### config.mk
export PLATFORM = sky130hd
export DESIGN_NAME = i2c_slave_waitack
export DESIGN_NICKNAME = d
export VERILOG_FILES = /design/src/rtl/i2cw_pkg.sv /design/src/rtl/i2cw_line_sync.sv /design/src/rtl/i2cw_addr_match.sv /design/src/rtl/i2cw_byte_ctrl.sv /design/src/rtl/i2c_slave_waitack.sv
export SDC_FILE = /design/constraint.sdc
export NUM_CORES = 1
export LEC_CHECK = 0
export ABC_AREA = 1
export ABC_CLOCK_PERIOD_IN_PS = 4300
export BUFFER_PORTS_ARGS = -buffer_cell sky130_fd_sc_hd__buf_2
export CORE_MARGIN = 8
export CORE_UTILIZATION = 55
export DETAILED_ROUTE_END_ITERATION = 8
export MAX_ROUTING_LAYER = met4
export PLACE_DENSITY = 0.74
export SLEW_MARGIN = 20
export SYNTH_ARGS = -nofsm -noshare
export SYNTH_HDL_FRONTEND = slang
export SYNTH_SLANG_ARGS = --single-unit
### constraint.sdc
create_clock -name clk -period 4.3 [get_ports clk]
set_input_delay 0.215 -clock clk [delete_from_list [all_inputs] [get_ports clk]]
set_output_delay 0.215 -clock clk [all_outputs]
set_load 0.02 [all_outputs]
### src/rtl/i2cw_pkg.sv
package i2cw_pkg;
    typedef enum logic [1:0] {
        PH_IDLE = 2'd0,
        PH_ADDR = 2'd1,
        PH_DATA = 2'd2
    } phase_e;

    localparam int          CNT_W      = 4;
    localparam int          EXT_BITS   = 5;
    localparam logic [4:0]  EXT_PREFIX = 5'b11110;
endpackage

### src/rtl/i2cw_line_sync.sv
module i2cw_line_sync #(
    parameter int STAGES = 2
) (
    input  logic clk,
    input  logic rst_n,
    input  logic scl_i,
    input  logic sda_i,
    output logic scl_rise,
    output logic scl_fall,
    output logic start_det,
    output logic stop_det,
    output logic sda_s
);
    logic [1:0] raw;
    logic [1:0] sync_v;
    logic [1:0] prev_d, prev_q;

    assign raw = {scl_i, sda_i};

    generate
        for (genvar g = 0; g < 2; g++) begin : g_line
            logic [STAGES-1:0] chain_q;
            always_ff @(posedge clk or negedge rst_n) begin
                if (!rst_n) chain_q <= '1;
                else        chain_q <= {chain_q[STAGES-2:0], raw[g]};
            end
            assign sync_v[g] = chain_q[STAGES-1];
        end
    endgenerate

    always_comb begin
        prev_d = sync_v;
    end

    always_ff @(posedge clk or negedge rst_n) begin
        if (!rst_n) prev_q <= 2'b11;
        else        prev_q <= prev_d;
    end

    assign sda_s     = sync_v[0];
    assign scl_rise  = sync_v[1] & ~prev_q[1];
    assign scl_fall  = ~sync_v[1] & prev_q[1];
    assign start_det = sync_v[1] & prev_q[1] & prev_q[0] & ~sync_v[0];
    assign stop_det  = sync_v[1] & prev_q[1] & ~prev_q[0] & sync_v[0];
endmodule

### src/rtl/i2cw_addr_match.sv
module i2cw_addr_match
    import i2cw_pkg::*;
#(
    parameter int ADDR_W = 7
) (
    input  logic [ADDR_W:0]   byte_i,
    input  logic [ADDR_W-1:0] local_i,
    output logic              hit_o,
    output logic              ext_o
);
    always_comb begin
        ext_o = (byte_i[ADDR_W -: EXT_BITS] == EXT_PREFIX);
        hit_o = (byte_i[ADDR_W:1] == local_i) && !byte_i[0] && !ext_o;
    end
endmodule

### src/rtl/i2cw_byte_ctrl.sv
module i2cw_byte_ctrl
    import i2cw_pkg::*;
#(
    parameter int ADDR_W = 7,
    localparam int BYTE_W = ADDR_W + 1
) (
    input  logic              clk,
    input  logic              rst_n,
    input  logic              if_enable,
    input  logic              wait_on_ninth,
    input  logic              ack_enable,
    input  logic              stop_irq_enable,
    input  logic [ADDR_W-1:0] local_addr,
    input  logic              release_i,
    input  logic              scl_rise,
    input  logic              scl_fall,
    input  logic              start_det,
    input  logic              stop_det,
    input  logic              sda_s,
    output logic              hold_o,
    output logic              ack_o,
    output logic              irq_o,
    output logic [BYTE_W-1:0] rx_o
);
    localparam logic [CNT_W-1:0] FALL_8 = CNT_W'(BYTE_W);
    localparam logic [CNT_W-1:0] FALL_9 = CNT_W'(BYTE_W + 1);

    typedef struct packed {
        phase_e            phase;
        logic [CNT_W-1:0]  cnt;
        logic [BYTE_W-1:0] shreg;
        logic [BYTE_W-1:0] rx;
        logic              hit;
        logic              late;
        logic              ack;
        logic              hold;
        logic              ack_pend;
        logic              irq;
    } st_t;

    st_t st_d, st_q;
    logic addr_hit, addr_ext;

    i2cw_addr_match #(.ADDR_W(ADDR_W)) match_i (
        .byte_i  (st_q.shreg),
        .local_i (local_addr),
        .hit_o   (addr_hit),
        .ext_o   (addr_ext)
    );

    always_comb begin
        st_d     = st_q;
        st_d.irq = 1'b0;
        if (!if_enable) begin
            st_d = '0;
        end else if (start_det) begin
            st_d.phase    = PH_ADDR;
            st_d.cnt      = '0;
            st_d.ack      = 1'b0;
            st_d.hold     = 1'b0;
            st_d.ack_pend = 1'b0;
        end else if (stop_det) begin
            st_d.phase    = PH_IDLE;
            st_d.cnt      = '0;
            st_d.ack      = 1'b0;
            st_d.hold     = 1'b0;
            st_d.ack_pend = 1'b0;
            st_d.irq      = stop_irq_enable;
        end else begin
            if (release_i && st_q.hold) begin
                st_d.hold = 1'b0;
                if (st_q.ack_pend) begin
                    st_d.ack      = ack_enable;
                    st_d.ack_pend = 1'b0;
                end
            end
            if (st_q.phase != PH_IDLE) begin
                if (scl_rise) begin
                    if (st_q.cnt < FALL_8) st_d.shreg = {st_q.shreg[BYTE_W-2:0], sda_s};
                    st_d.cnt = st_q.cnt + 1'b1;
                end else if (scl_fall && st_q.cnt == FALL_8) begin
                    st_d.rx = st_q.shreg;
                    if (st_q.phase == PH_ADDR) begin
                        st_d.hit = addr_hit;
                        if (addr_ext) begin
                            st_d.hold     = 1'b1;
                            st_d.irq      = 1'b1;
                            st_d.ack_pend = 1'b1;
                        end else if (addr_hit) begin
                            st_d.ack = 1'b1;
                        end else begin
                            st_d.phase = PH_IDLE;
                            st_d.cnt   = '0;
                        end
                    end else begin
                        st_d.late = wait_on_ninth;
                        if (wait_on_ninth) begin
                            st_d.ack = ack_enable;
                        end else begin
                            st_d.hold     = 1'b1;
                            st_d.irq      = 1'b1;
                            st_d.ack_pend = 1'b1;
                        end
                    end
                end else if (scl_fall && st_q.cnt == FALL_9) begin
                    st_d.cnt = '0;
                    st_d.ack = 1'b0;
                    if ((st_q.phase == PH_ADDR && st_q.hit) ||
                        (st_q.phase == PH_DATA && st_q.late)) begin
                        st_d.hold = 1'b1;
                        st_d.irq  = 1'b1;
                    end
                    st_d.phase = PH_DATA;
                end
            end
        end
    end

    always_ff @(posedge clk or negedge rst_n) begin
        if (!rst_n) st_q <= '0;
        else        st_q <= st_d;
    end

    assign hold_o = st_q.hold;
    assign ack_o  = st_q.ack;
    assign irq_o  = st_q.irq;
    assign rx_o   = st_q.rx;
endmodule

### src/rtl/i2c_slave_waitack.sv
module i2c_slave_waitack #(
    parameter int ADDR_W      = 7,
    parameter int SYNC_STAGES = 2,
    localparam int BYTE_W     = ADDR_W + 1
) (
    input  logic              clk,
    input  logic              rst_n,
    input  logic              if_enable,
    input  logic              wait_on_ninth,
    input  logic              ack_enable,
    input  logic              stop_irq_enable,
    input  logic [ADDR_W-1:0] local_addr,
    input  logic              release_i,
    input  logic              scl_i,
    input  logic              sda_i,
    output logic              scl_drive_low_o,
    output logic              sda_drive_low_o,
    output logic              irq_o,
    output logic [BYTE_W-1:0] rx_byte_o
);
    logic scl_rise, scl_fall, start_det, stop_det, sda_s;

    i2cw_line_sync #(.STAGES(SYNC_STAGES)) sync_i (
        .clk       (clk),
        .rst_n     (rst_n),
        .scl_i     (scl_i),
        .sda_i     (sda_i),
        .scl_rise  (scl_rise),
        .scl_fall  (scl_fall),
        .start_det (start_det),
        .stop_det  (stop_det),
        .sda_s     (sda_s)
    );

    i2cw_byte_ctrl #(.ADDR_W(ADDR_W)) ctrl_i (
        .clk             (clk),
        .rst_n           (rst_n),
        .if_enable       (if_enable),
        .wait_on_ninth   (wait_on_ninth),
        .ack_enable      (ack_enable),
        .stop_irq_enable (stop_irq_enable),
        .local_addr      (local_addr),
        .release_i       (release_i),
        .scl_rise        (scl_rise),
        .scl_fall        (scl_fall),
        .start_det       (start_det),
        .stop_det        (stop_det),
        .sda_s           (sda_s),
        .hold_o          (scl_drive_low_o),
        .ack_o           (sda_drive_low_o),
        .irq_o           (irq_o),
        .rx_o            (rx_byte_o)
    );
endmodule

==> run_results.csv, run 1 <==
group,metric,value,unit
placement,numPortBuffers,26,
setup_path,crit_end,"ctrl_i.st_q[17]",
floorplan,io-pin-count,27,
detailed_routing,ant_nets,0,
setup_path,crit_path_cell_trace,"nand2_1, nor2_2, inv_2, nor2_2, o21ai_0, a21oi_1",
setup_path,worst_setup_path_start_kind,"flip-flop",
grt,grtUsageMet2,26.56,%
logic_synthesis,synthCells,232,
logic_synthesis,synth_top_cells_by_count,"nand2_1, dfrtp_1, inv_1",
detailed_routing,drtIter0Drc,107,
timing,setup-violations-final,0,
setup_path,crit_path_max_incr_delay,0.57,ns
clock_network,h-tree-depth,2,
logic_synthesis,async_reset_ff_share,100.0,%
clock_network,clk_path_buf_depth,2,
timing,slew_headroom,51.22,%
grt,met1_usage,17.20,%
final_layout,regArea,858.3,um2
detailed_routing,drc,0,
clock_network,cts_buffers,5,
clock_network,cts.sinks,34,
clock_network,clock_latency,0.33,ns
final_layout,n_fill_cell,319,
logic_synthesis,synth_nets,251,
power,ir_worst_vdd,0.1903,mV
grt,grt_antenna_before_repair,0,
setup_path,crit_type,"reg -> reg",
timing,finalWorstSetupSlack,2.661,ns
timing,finalHoldViolCount,0,
final_layout,nNetsFinal,276,
floorplan,start_util,56.54,%
placement,gp_congestion,0.8570,
grt,grt_use_met3,3.908,%
detailed_routing,wl_per_cell,11.99,um
hold_path,hold_start,"stop_irq_enable",
grt,grt_max_degree,35,
timing,drv_slew,0,
logic_synthesis,yosysTopAreaCellShare,37.43,%
logic_synthesis,ys_ff_latch,34,
grt,grt_pass1_wl,6548,um
logic_synthesis,ys_warn_count,0,
logic_synthesis,ys_types,34,
setup_path,worstReg2RegEnd,"ctrl_i.st_q[17]",
timing,final_period_minus_worst_setup_slack,1.639,ns
setup_path,reg2reg_depth,6,
setup_path,worst-path-buf-inv,1,
timing,tns,0,ns
logic_synthesis,synth-main-ff-cell,"dfrtp_1",
logic_synthesis,synthesis.area,1872,um2
timing,finalCritPeriodShare,38.11,%
clock_network,clkSlewWorstSetupHoldPaths,0.10,ns
setup_path,required,4.56,ns
final_layout,area_growth,10.49,%
timing,fmax,610.2,MHz
placement,pre_cts_ws,2.669,ns
hold_path,min_path_type,"in -> reg",
setup_path,crit_cells,6,
setup_path,reg2reg_from,"sync_i.g_line[1].chain_q[1]",
setup_path,critPathTopFamily,"simple AND/OR/NAND/NOR gates",
setup_path,ff2ff_setup_slack,2.66,ns
floorplan,dieHeight,74.34,um
logic_synthesis,synth_most_common_cell,"nand2_1",
logic_synthesis,yosysSeqAreaShare,45.86,%
clock_network,root_buffer,"clkbuf_4",
final_layout,diodes,0,
grt,grt_pass1_vias,1582,
logic_synthesis,synth_edf_count,0,
logic_synthesis,synthTopCellsByArea,"dfrtp_1, nand2_1, dfstp_2",
setup_path,crit_path_start,"sync_i.g_line[1].chain_q[1]",
detailed_routing,drt_wl_total,3645,um
setup_path,arrival,1.90,ns
detailed_routing,num_vias,1517,
grt,busiest_layer,"met2",
setup_path,cp_slowest_cell,"dfstp_2",
detailed_routing,via_per_inst,4.990,
setup_path,worst_setup_path_end_kind,"flip-flop",
timing,skew,0.004371,ns
logic_synthesis,synth_top_area_cell,"dfrtp_1",
floorplan,core_area,3311,um2
timing,tightest_slew,0.7316,ns
clock_network,tritoncts,"yes",
grt,globalRoute.totalOverflow,0,
setup_path,crit_fanout,13,
timing,rsz0062_at_grt,"no",
status,status,"complete, no violations",
floorplan,rows,21,
detailed_routing,dr.pass1.iters,4,
floorplan,die_area,5526,um2
setup_path,path_common_cell,"nor2_2",
flow_run,maxCapViolCount,0,
floorplan,die_x,74.34,um
placement,hpwlAfterDp,2833,um
power,power.leakage,1.043,nW
final_layout,layout-drive-gt1-share,25.97,%
logic_synthesis,syn_area_per_cell,8.068,um2
power,power_density,296.1,nW/um2
final_layout,multi_input_area,827.0,um2
grt,track_usage,15.93,%
## worst register-to-register path: stages (launching register included)
cell     delay, ns
dfstp_2       0.57
nand2_1       0.08
nor2_2        0.12
inv_2         0.05
nor2_2        0.44
o21ai_0       0.16
a21oi_1       0.16
## sequential cells by signal, indices dropped and copies added (netlist names)
name                   flops
ctrl_i.ack_o               1
ctrl_i.hold_o              1
ctrl_i.irq_o               1
ctrl_i.rx_o                8
ctrl_i.st_q               17
sync_i.g_line.chain_q      4
sync_i.prev_q              2
## routing by layer
| layer | vias to the layer above | part of all wire, % |
|---|---|---|
| met5 | - | 0 |
| met1 | 691 | 45 |
| li1 | 775 | - |
| met4 | 0 | 2.4 |
| met2 | 40 | 48 |
| met3 | 11 | 4.3 |
## worst min-delay path by stage
stage,slack [ns],cells past startpoint,to
CTS,0.12,3,ctrl_i.irq_o
finish,0.12,3,ctrl_i.irq_o
global placement,0.32,1,ctrl_i.st_q[16]
global route,0.12,3,ctrl_i.irq_o
detailed placement,0.32,1,ctrl_i.st_q[15]
floorplan,-0.08,0,ctrl_i.ack_o
## power by group
group | switching [mW] | internal (mW)
Sequential | 0.0100 | 0.333
Clock | 0.102 | 0.0792
Combinational | 0.0574 | 0.0305
Total | 0.169 | 0.443
## per-stage QoR
| step | power [mW] | hold WS (ns) | cell area (um2) | instances | utilization, % |
|---|---|---|---|---|---|
| after floorplan | 0.4112 | -0.08059 | 1872 | 232 | - |
| after global placement | 0.4338 | 0.3188 | 1978 | 293 | 59.75 |
| after detailed placement | 0.4357 | 0.3161 | 1978 | 293 | 59.75 |
| after CTS | 0.6198 | 0.1230 | 2068 | 304 | 62.47 |
| after global routing | 0.6509 | 0.1155 | 2068 | 304 | 62.47 |
| final | 0.6123 | 0.1225 | 2068 | 304 | 62.47 |
## cells by family (layout without fill, tap and decap cells)
group / Yosys count / in the layout / synth area share, %
buffers and inverters: 39 / 65 / 9.960
multiplexers: 1 / 1 / 0.6016
XOR/XNOR: 5 / 5 / 2.340
flip-flops: 34 / 34 / 45.86
AND/OR/NAND/NOR: 119 / 119 / 29.61
adder cells (fa/ha/maj): 3 / 3 / 2.006
AO/OA/AOI/OAI: 31 / 31 / 9.627
## cell usage in the layout, fill, tap and decap left out, types with 3 or more instances in the layout
master	netlist	layout
nand2_1	69	69
dfrtp_1	28	28
buf_2	2	26
inv_1	21	21
nand3_1	15	15
nor2_1	15	15
a21oi_1	12	12
o21ai_0	8	8
inv_2	7	7
nor2_2	7	7
dfstp_2	6	6
clkbuf_4	0	5
nor2_4	3	3
xnor2_1	3	3
ha_1	3	3
dlygate4sd3_1	0	3
## area by class of cell
| type | instances | area share, % |
|---|---|---|
| Clock buffer | 7 | 2.662 |
| Clock inverter | 1 | 0.2420 |
| Inverter | 28 | 5.082 |
| Multi-Input combinational cell | 159 | 39.99 |
| Sequential cell | 34 | 41.50 |
| Tap cell | 46 | 2.783 |
| Timing Repair Buffer | 29 | 7.744 |
## repair_timing
action | CTS | global route
hold buffers | 3 | 0
buffers inserted | 0 | 0
hold endpoints to repair | 30 | 0
gates resized for setup | 0 | 0
Note: power is estimated with default switching activity, not from simulation.
==> inputs of run 2 (changes only) <==
--- a/config.mk
+++ b/config.mk
@@ -5,14 +5,14 @@
 export SDC_FILE = /design/constraint.sdc
 export NUM_CORES = 1
 export LEC_CHECK = 0
-export ABC_AREA = 1
-export ABC_CLOCK_PERIOD_IN_PS = 4300
+export ABC_AREA = 0
+export ABC_CLOCK_PERIOD_IN_PS = 1500
 export BUFFER_PORTS_ARGS = -buffer_cell sky130_fd_sc_hd__buf_2
 export CORE_MARGIN = 8
-export CORE_UTILIZATION = 55
+export CORE_UTILIZATION = 50
 export DETAILED_ROUTE_END_ITERATION = 8
 export MAX_ROUTING_LAYER = met4
-export PLACE_DENSITY = 0.74
+export PLACE_DENSITY = 0.71
 export SLEW_MARGIN = 20
 export SYNTH_ARGS = -nofsm -noshare
 export SYNTH_HDL_FRONTEND = slang
==> constraint.sdc (replaced) <==
create_clock -name clk -period 1.5 [get_ports clk]
set_input_delay 0.075 -clock clk [delete_from_list [all_inputs] [get_ports clk]]
set_output_delay 0.075 -clock clk [all_outputs]
set_load 0.02 [all_outputs]
==> run 2 against run 1 <==
  * The flow now finishes with violations (negative setup slack)
  * Cell count is 3.9% lower
  * Register-to-register slack worse by 2.7 ns
  * Total power grew to 2.9 times the previous value
  * Critical path type unchanged
  * Critical endpoint is now ctrl_i.st_q[23]
  * Largest cell class is now multi-input combinational cells
  * Largest power group unchanged
  * Highest routed layer unchanged
==> run_results.csv, run 2 <==
group,metric,value,unit
status,status,"finished, violations left",
status,violations,"negative setup slack",
logic_synthesis,synth_top_cells_by_count,"dfrtp_1, nor2_1, mux2i_1, nand2_1, nand3_1",
detailed_routing,ant_nets,0,
hold_path,min_path_type,"in -> reg",
timing,finalWorstSetupSlack,-0.08213,ns
timing,hold_ws,0.02542,ns
logic_synthesis,synthTopCellsByArea,"dfrtp_1, dfstp_2, mux2i_1",
logic_synthesis,synth_most_common_cell,"dfrtp_1",
detailed_routing,drc,0,
setup_path,required,1.77,ns
timing,slew_headroom,72.57,%
placement,hpwlAfterDp,3212,um
grt,grt_antenna_before_repair,0,
clock_network,root_buffer,"clkbuf_4",
timing,finalHoldViolCount,0,
logic_synthesis,synthesis.area,1757,um2
power,pwr-share-comb,9.7,%
logic_synthesis,synth_nets,190,
power,p_int,1.363,mW
floorplan,start_util,52.23,%
final_layout,top_register,"ctrl_i.st_q",
power,ir_worst_vdd,0.4808,mV
logic_synthesis,ys_types,40,
timing,tightest_slew,0.4115,ns
placement,numPortBuffers,26,
detailed_routing,num_vias,1533,
floorplan,io-pin-count,27,
power,p_sw_share,23.72,%
grt,grt_max_degree,35,
timing,setup-violations-final,10,
clock_network,clkSlewWorstSetupHoldPaths,0.11,ns
grt,grt_pass1_wl,7445,um
logic_synthesis,ys_warn_count,0,
floorplan,die_x,75.28,um
setup_path,arrival,1.85,ns
timing,fmax,632.1,MHz
timing,drv_slew,0,
final_layout,nNetsFinal,264,
detailed_routing,drtIter0Drc,94,
floorplan,dieHeight,75.28,um
power,power_frac_clock,37.5,%
logic_synthesis,ys_ff_latch,34,
power,p_switching,0.4238,mW
timing,tns,-0.4297,ns
detailed_routing,dr.pass1.iters,4,
setup_path,worst_setup_path_start_kind,"flip-flop",
detailed_routing,via_per_inst,5.250,
flow_run,maxCapViolCount,0,
logic_synthesis,synth-main-ff-cell,"dfrtp_1",
logic_synthesis,synth_top_area_cell,"dfrtp_1",
grt,track_usage,18.17,%
placement,pre_cts_ws,-0.09190,ns
timing,rsz0062_at_grt,"yes",
logic_synthesis,synthCells,171,
timing,final_period_minus_worst_setup_slack,1.582,ns
placement,gp_congestion,0.9313,
clock_network,clk_path_buf_depth,2,
power,p_seq_share,52.8,%
logic_synthesis,synth_edf_count,0,
floorplan,die_area,5666,um2
power,power_density,718.7,nW/um2
logic_synthesis,syn_area_per_cell,10.27,um2
clock_network,clock_latency,0.35,ns
logic_synthesis,async_reset_ff_share,100.0,%
setup_path,crit_fanout,4,
final_layout,largest_register_ffs,17,
final_layout,final_cell_mix,"buf_4, dfrtp_1, buf_2",
clock_network,cts.sinks,34,
logic_synthesis,yosysTopAreaCellShare,39.89,%
grt,grt_pass1_vias,1680,
final_layout,layout-drive-gt1-share,48.37,%
clock_network,h-tree-depth,2,
detailed_routing,drt_wl_total,4525,um
timing,skew,0.002573,ns
grt,globalRoute.totalOverflow,0,
final_layout,diodes,0,
setup_path,crit_type,"reg -> reg",
final_layout,final_common_cell,"buf_4",
floorplan,core_area,3363,um2
setup_path,worst_setup_path_end_kind,"flip-flop",
logic_synthesis,yosysSeqAreaShare,48.86,%
detailed_routing,wl_per_cell,15.50,um
timing,finalCritPeriodShare,105.5,%
power,power.leakage,1.193,nW
final_layout,area_growth,41.52,%
clock_network,tritoncts,"yes",
clock_network,cts_buffers,5,
floorplan,rows,21,
[run 2: cell types whose count changed in the layout (fill, tap and decap cells not counted), sizes merged, moves of 5 or more]
cell	delta
xor2	+5
mux2i	+14
nor2	-5
nand3	-5
a21oi	-10
nand2	-57
inv	-20
buf	+48
[run 2: power groups by stage]
| stage | Combinational, mW | Clock, mW | Sequential, mW |
|---|---|---|---|
| 6_report | 0.174 | 0.670 | 0.943 |
| 2_1_floorplan | 0.0473 | 0 | 0.957 |
| 3_5_place_dp | 0.129 | 0 | 0.959 |
| 3_3_place_gp | 0.125 | 0 | 0.958 |
| 5_1_grt | 0.189 | 0.719 | 0.945 |
| 4_1_cts | 0.153 | 0.691 | 0.942 |
[run 2: final cells by class]
cell class | instances | area (um2)
well taps | 46 | 57.56
multi-input cells | 118 | 907.1
inverters | 8 | 30.03
fillers | 250 | 877.1
clock inverters | 3 | 40.04
clock buffers | 5 | 37.54
repair buffers | 78 | 554.3
flip-flops and latches | 34 | 859.6
[run 2: per-stage QoR]
step                utilization (%)  cells  cell area (um2)  total power, mW
global route                  73.92    292             2486            1.853
floorplan                         -    171             1763            1.004
finish                        73.92    292             2486            1.787
global placement              63.80    267             2146            1.082
CTS                           70.39    285             2367            1.786
detailed placement            63.80    267             2146            1.088
[run 2: per-layer routing]
metal  GRT usage (%)  vias up  share of wire, %
met5               -        -                 0
met4           11.09        0               2.5
met3           4.794       13               5.3
met2           29.85       53                51
met1           19.12      731                42
li1                -      736                 -
[run 2: worst max-delay path, cell delays in order, from the launching register on]
cell and delay (ns):
dfrtp_1 0.42, xor2_1 0.18, nor4_1 0.27, nand3_1 0.17
o21a_4 0.29, o31ai_2 0.17
[run 2: logic make-up (layout without fill, tap and decap cells)]
kind of cell    after synthesis  count (layout)  synth area share, %
simple gates                 70              70                21.08
flops                        34              34                48.86
compound gates               23              23                9.687
buf+inv                      19              94                6.267
mux                          14              14                7.977
xor+xnor                      8               8                3.989
fa+ha+maj                     3               3                2.137
[run 2: path summary, 6_finish.rpt]
| kind | start | to | slack, ns | cells past startpoint |
|---|---|---|---|---|
| worst max-delay path | ctrl_i.st_q[17] | ctrl_i.st_q[23] | -0.08 | 5 |
| worst min-delay path | wait_on_ninth | ctrl_i.st_q[4] | 0.03 | 3 |
| worst max register to register | ctrl_i.st_q[17] | ctrl_i.st_q[23] | -0.08 | 5 |
| worst min register to register | sync_i.g_line[1].chain_q[0] | sync_i.g_line[1].chain_q[1] | 0.37 | 0 |
| max in group asynchronous | rst_n | sync_i.prev_q[1] | 0.91 | 3 |
| min in group asynchronous | rst_n | ctrl_i.rx_o[1] | 0.26 | 3 |
[run 2: repair_timing]
action / in CTS / in global routing
gates cloned: 0 / 0
gates resized for setup: 11 / 17
hold endpoints to repair: 31 / 0
setup buffers: 6 / 7
hold buffers: 4 / 0
pin swaps: 4 / 10
endpoints found under the setup margin: 16 / 25
